--- src/rtl/iowin_pkg.sv ---
package iowin_pkg;
  localparam int DATA_W = 32;
  localparam int OFF_W  = 6;
  localparam int BE_W   = DATA_W / 8;

  localparam logic [DATA_W-1:0] BASE_WMASK  = 32'hFFFF_FFFC;
  localparam logic [DATA_W-1:0] LIMIT_WMASK = 32'h0000_FFFC;

  localparam logic [OFF_W-1:0] BASE_IDX0  = 6'h0B;
  localparam logic [OFF_W-1:0] LIMIT_IDX0 = 6'h0C;
  localparam int               IDX_STRIDE = 2;

  function automatic logic [OFF_W-1:0] base_idx(input int w);
    return BASE_IDX0 + OFF_W'(IDX_STRIDE * w);
  endfunction

  function automatic logic [OFF_W-1:0] limit_idx(input int w);
    return LIMIT_IDX0 + OFF_W'(IDX_STRIDE * w);
  endfunction

  // Byte-lane merge of new data into a register, then clear read-only bits.
  function automatic logic [DATA_W-1:0] be_merge(
    input logic [DATA_W-1:0] old_v,
    input logic [DATA_W-1:0] wdata,
    input logic [BE_W-1:0]   be,
    input logic [DATA_W-1:0] wmask
  );
    logic [DATA_W-1:0] r;
    r = old_v;
    for (int b = 0; b < BE_W; b++) begin
      if (be[b]) r[b*8 +: 8] = wdata[b*8 +: 8];
    end
    return r & wmask;
  endfunction

  function automatic logic [DATA_W-1:0] win_lo(input logic [DATA_W-1:0] base);
    return {base[31:2], 2'b00};
  endfunction

  function automatic logic [DATA_W-1:0] win_hi(
    input logic [DATA_W-1:0] base,
    input logic [DATA_W-1:0] limit
  );
    return {base[31:16], limit[15:2], 2'b11};
  endfunction
endpackage

--- src/rtl/iowin_regs.sv ---
module iowin_regs
  import iowin_pkg::*;
#(
  parameter int N_WIN = 2
) (
  input  logic                         clk,
  input  logic                         rst_n,
  input  logic [OFF_W-1:0]             cfg_dw,
  input  logic                         cfg_we,
  input  logic [BE_W-1:0]              cfg_be,
  input  logic [DATA_W-1:0]            cfg_wdata,
  output logic [DATA_W-1:0]            cfg_rdata,
  output logic [N_WIN-1:0][DATA_W-1:0] base_q,
  output logic [N_WIN-1:0][DATA_W-1:0] limit_q
);
  logic [N_WIN-1:0] base_wr;
  logic [N_WIN-1:0] limit_wr;

  for (genvar w = 0; w < N_WIN; w++) begin : g_win
    assign base_wr[w]  = cfg_we && (cfg_dw == base_idx(w));
    assign limit_wr[w] = cfg_we && (cfg_dw == limit_idx(w));

    always_ff @(posedge clk) begin
      if (!rst_n) begin
        base_q[w]  <= '0;
        limit_q[w] <= '0;
      end else begin
        if (base_wr[w])  base_q[w]  <= be_merge(base_q[w], cfg_wdata, cfg_be, BASE_WMASK);
        if (limit_wr[w]) limit_q[w] <= be_merge(limit_q[w], cfg_wdata, cfg_be, LIMIT_WMASK);
      end
    end

    // a register not addressed by a write keeps its value
    a_r2_base_hold: assert property (@(posedge clk) disable iff (!rst_n)
      !base_wr[w] |=> $stable(base_q[w]));
    a_r2_limit_hold: assert property (@(posedge clk) disable iff (!rst_n)
      !limit_wr[w] |=> $stable(limit_q[w]));
  end

  always_comb begin
    cfg_rdata = '0;
    for (int w = 0; w < N_WIN; w++) begin
      if (cfg_dw == base_idx(w))  cfg_rdata = base_q[w];
      if (cfg_dw == limit_idx(w)) cfg_rdata = limit_q[w];
    end
  end
endmodule

--- src/rtl/iowin_match.sv ---
module iowin_match
  import iowin_pkg::*;
(
  input  logic              clk,
  input  logic              rst_n,
  input  logic [DATA_W-1:0] base,
  input  logic [DATA_W-1:0] limit,
  input  logic [DATA_W-1:0] addr,
  output logic              live,
  output logic              hit
);
  logic [DATA_W-1:0] lo;
  logic [DATA_W-1:0] hi;

  assign live = (|base) || (|limit);
  assign lo   = win_lo(base);
  assign hi   = win_hi(base, limit);
  assign hit  = live && (addr >= lo) && (addr <= hi);

  // a match always lies in the page named by the base register
  a_r8_same_page: assert property (@(posedge clk) disable iff (!rst_n)
    hit |-> (addr[31:16] == base[31:16]));
  // a dead window never matches
  a_r7_dead_no_hit: assert property (@(posedge clk) disable iff (!rst_n)
    !live |-> !hit);
  // an inverted window never matches
  a_r9_inverted: assert property (@(posedge clk) disable iff (!rst_n)
    (limit[15:2] < base[15:2]) |-> !hit);
endmodule

--- src/rtl/iowin_decoder.sv ---
module iowin_decoder
  import iowin_pkg::*;
#(
  parameter int N_WIN = 2
) (
  input  logic              clk,
  input  logic              rst_n,
  input  logic [5:0]        cfg_dw,
  input  logic              cfg_we,
  input  logic [3:0]        cfg_be,
  input  logic [31:0]       cfg_wdata,
  output logic [31:0]       cfg_rdata,
  input  logic [31:0]       io_addr,
  input  logic              io_valid,
  input  logic              io_src_down,
  output logic [N_WIN-1:0]  win_hit,
  output logic              fwd_down,
  output logic              fwd_up
);
  logic [N_WIN-1:0][DATA_W-1:0] base_q;
  logic [N_WIN-1:0][DATA_W-1:0] limit_q;
  logic [N_WIN-1:0]             win_live;
  logic                         any_hit;

  iowin_regs #(.N_WIN(N_WIN)) u_regs (
    .clk       (clk),
    .rst_n     (rst_n),
    .cfg_dw    (cfg_dw),
    .cfg_we    (cfg_we),
    .cfg_be    (cfg_be),
    .cfg_wdata (cfg_wdata),
    .cfg_rdata (cfg_rdata),
    .base_q    (base_q),
    .limit_q   (limit_q)
  );

  for (genvar w = 0; w < N_WIN; w++) begin : g_match
    iowin_match u_match (
      .clk   (clk),
      .rst_n (rst_n),
      .base  (base_q[w]),
      .limit (limit_q[w]),
      .addr  (io_addr),
      .live  (win_live[w]),
      .hit   (win_hit[w])
    );
  end

  assign any_hit  = |win_hit;
  assign fwd_down = io_valid && !io_src_down && any_hit;
  assign fwd_up   = io_valid && io_src_down && !any_hit;

  // the two forwarding outputs are never asserted together
  a_r10_exclusive: assert property (@(posedge clk) disable iff (!rst_n)
    !(fwd_down && fwd_up));
  // an upstream forward only happens for a downstream-side cycle
  a_r10_up_dir: assert property (@(posedge clk) disable iff (!rst_n)
    fwd_up |-> (io_src_down && win_hit == '0));
  // the read-only limit bits read as zero
  a_r4_limit_ro: assert property (@(posedge clk) disable iff (!rst_n)
    (cfg_dw == limit_idx(0) || cfg_dw == limit_idx(1)) |->
      (cfg_rdata[31:16] == 16'h0 && cfg_rdata[1:0] == 2'b00));
  // the base registers' low bits read as zero
  a_r3_base_ro: assert property (@(posedge clk) disable iff (!rst_n)
    (cfg_dw == base_idx(0) || cfg_dw == base_idx(1)) |-> (cfg_rdata[1:0] == 2'b00));
endmodule

--- config.mk ---
export PLATFORM = sky130hd
export DESIGN_NAME = iowin_decoder
export DESIGN_NICKNAME = d
export VERILOG_FILES = /design/src/rtl/iowin_pkg.sv /design/src/rtl/iowin_regs.sv /design/src/rtl/iowin_match.sv /design/src/rtl/iowin_decoder.sv
export SDC_FILE = /design/constraint.sdc
export NUM_CORES = 1
export LEC_CHECK = 0
export CAP_MARGIN = 20
export CORE_MARGIN = 4
export CORE_UTILIZATION = 35
export DETAILED_ROUTE_END_ITERATION = 10
export SYNTH_ARGS = -nofsm -noshare
export SYNTH_HDL_FRONTEND = slang
export SYNTH_SLANG_ARGS = --single-unit
--- constraint.sdc ---
create_clock -name clk -period 6.9 [get_ports clk]
set_input_delay 1.035 -clock clk [delete_from_list [all_inputs] [get_ports clk]]
set_output_delay 1.035 -clock clk [all_outputs]
set_load 0.05 [all_outputs]
==> results_dict.tcl <==
set metrics [dict create \
    netlist_area_mm2 0.00648 \
    crit_path_start_kind "primary input" \
    highest_layer "met4" \
    core_area_mm2 0.0181 \
    insertion_delay_ns 0.35 \
    hold_path_class "flop to flop" \
    cts_sinks 88 \
    p_clk_share_pct 44.0 \
    internal_power_w 0.000894 \
    fin_nets 1065 \
    cts_resized 0 \
    peakVddDrop_mv 0.119 \
    grt_use_total_pct 19.4 \
    power_frac_seq_pct 42.4 \
    hpwl_um 16100 \
    r2r_start "u_regs.base_q[19]" \
    period_needed_ns 5.29 \
    synth_flop_cell "dfxtp_1" \
    required_ns 5.86 \
    crit_chain "clkdlybuf4s50_1 > ha_1 > a211oi_2 > nor2_1 > a2111oi_4 > o211ai_2 > a211o_1 > a32oi_1 > and3_1 > clkdlybuf4s50_1" \
    cp_common_cell "clkdlybuf4s50_1" \
    areaGrowthSynthToFinish_pct 23.1 \
    total_power_w 0.00120 \
    rsz0062_at_grt "no" \
    r2r_slack_ns 6.02 \
    cts_setup_buffers 0 \
    wl_met3_um 811 \
    firstDrtPassIters 4 \
    grt_max_degree 89 \
    wl_met1_um 10000 \
    cts_root_buf "clkbuf_16" \
    vias_per_cell 5.11 \
    grt-ovfl-total 0 \
    arrival_ns 4.26 \
    pwr-share-comb_pct 13.6 \
    io_pins 115 \
    hold_start "u_regs.base_q[27]" \
    placed_cells_incl_taps 1116 \
    vias 5782 \
    crit_path_start "io_addr[21]" \
    drive_gt1_share_pct 3.32 \
    postLayoutCoreUtil_pct 44.1 \
    max_cap_violations 0 \
    synth-seq-cells 88 \
    path_buf_inv 2 \
    synthesis.instances 811 \
    hold_path_depth 2 \
    drc_errors 0 \
    synth_largest_area_cell "dfxtp_1" \
    ys_types 52 \
    slew_violations 0 \
    drt-initial-drc-count 379 \
    p_leak_nw 2.83 \
    cp_slowest_stage_delay_ns 0.79 \
    hold_buffers 0 \
    pre_cts_ws_ns 1.62 \
    portBuffers 110 \
    start_util_pct 35.8 \
    grt_pass1_vias 5503 \
    synthArstFlopShare_pct 0 \
    regToRegEndpoint "u_regs.base_q[19]" \
    synth_edf_count 0 \
    finalNonFillerCells 1132 \
    power_density_mw_per_mm2 151 \
    dr_wl_met2_um 9060 \
    whs_endpoint "u_regs.base_q[27]" \
    skew_ns 0 \
    yosysWarnings 0 \
    clkTransAtPathRegs_ns 0.07 \
    finalCritPeriodShare_pct 76.7 \
    wire_per_inst_um 17.9 \
    setup_slack_ns 1.61 \
    synth_top_area_share_pct 27.2 \
    ys_seq_area_share_pct 27.2 \
    p_sw_w 0.000308 \
    cts_buffers 9 \
    hold_violations 0 \
    setup_violations 0 \
    critical_path.endpoint_type "output pin" \
    grt_pass1_wl_um 30700 \
    tightest_slew_ns 0.923 \
    slowest_stage "clkdlybuf4s50_1" \
    fmax_ghz 0.189 \
    die_area_mm2 0.0208 \
    antenna_found_initial 0 \
    cts_htree_levels 3 \
    status "complete, no violations" \
    path_class "primary input to output pin" \
    n_antenna_cell 0 \
    clk_path_buf_depth 2 \
    max_slew_margin_pct 38.5 \
    syn_avg_cell_area_um2 7.99 \
    crit_family "compound AO/OA/AOI/OAI gates" \
    switching_share_pct 25.6 \
    setup_tns_ns 0 \
    tritoncts "yes" \
    place_congestion 0.889 \
    die_h_um 144 \
    synthTopCellsByArea "dfxtp_1 (27%), ha_1 (17%), mux2i_1 (8.8%), nand2_1 (7.6%), nor2b_1 (5.6%)" \
    reg2reg_depth 2 \
    die_w_um 144 \
    cp_max_fo 2 \
    antenna_left 0 \
    rows 49 \
    routed_wl_um 20300 \
]
-- cells in the final DEF (no fill, tap or decap), types with 3 or more instances in the layout --
master           instances
a211oi_1                 3
a21boi_0                32
a21o_1                   6
a21oi_1                 42
a221o_1                  4
and3_1                   8
and3_4                   3
and4_1                   3
clkbuf_16                9
clkdlybuf4s50_1        109
dfxtp_1                 88
ha_1                    88
inv_1                   89
mux2i_1                 57
nand2_1                131
nand3_1                 15
nand4_1                 17
nor2_1                  20
nor2b_1                 58
nor4_1                  25
o21ai_0                 53
-- worst reg2reg max path, delay by kind of cell, from the launching register on --
family	cells	cell delay [ns]
simple gates	1	0.08
flops	1	0.50
compound gates	1	0.21
-- metal layers --
metal  vias up  global-route usage, %
met5         -                      0
met2       115                   30.1
met1      2665                   27.7
li1       2981                      -
met4         0                   6.14
met3        21                   2.81
-- power by group through the flow --
stage | Sequential (W) | Clock [W] | Combinational (W)
2_1_floorplan | 0.000521 | 0 | 0.0000816
3_3_place_gp | 0.000522 | 0 | 0.000160
3_5_place_dp | 0.000522 | 0 | 0.000163
4_1_cts | 0.000510 | 0.000533 | 0.000163
5_1_grt | 0.000510 | 0.000555 | 0.000181
6_report | 0.000510 | 0.000529 | 0.000163
-- synthesized netlist by cell type (all sizes together), types with 3 or more instances --
cell      n
nand3    15
a21o      6
o21ai    53
mux2i    57
nand4    17
inv      89
a221o     4
a21boi   32
ha       88
nor4     25
dfxtp    88
buf      22
a21oi    42
nor2     22
and3     12
and4      3
nor2b    58
clkbuf   15
nand2   132
a211oi    4
-- logic make-up after synthesis --
logic type      count (synthesis)  share of synthesized area [%]
simple gates                  295                           23.2
compound gates                156                           15.2
buf+inv                       126                           8.57
fa+ha+maj                      88                           17.0
flops                          88                           27.2
mux                            57                           8.80
other cells                     1                         0.0578
-- stage by stage --
stage	hold slack, ns	cell area [um^2]
2_1_floorplan	0.467	6490
3_3_place_gp	0.493	7660
3_5_place_dp	0.497	7660
4_1_cts	0.506	7980
5_1_grt	0.521	7980
6_report	0.503	7980
-- how the worst max path moves through the flow --
stage / to / depth (start not counted)
final: fwd_up / 10
after global routing: fwd_up / 10
after CTS: fwd_up / 10
after detailed placement: fwd_up / 10
after global placement: fwd_up / 10
after floorplan: fwd_down / 8
-- final cells by class --
class | instances | area, um^2
Clock buffer | 11 | 253
Clock inverter | 5 | 63.8
Fill cell | 1819 | 10100
Inverter | 89 | 334
Multi-Input combinational cell | 598 | 4170
Sequential cell | 88 | 1760
Tap cell | 229 | 287
Timing Repair Buffer | 112 | 1110
-- registers in the layout, indices dropped and copies added (netlist names) --
register and count:
u_regs.limit_q 28, u_regs.base_q 60
Power figures use the tool's default switching activity.
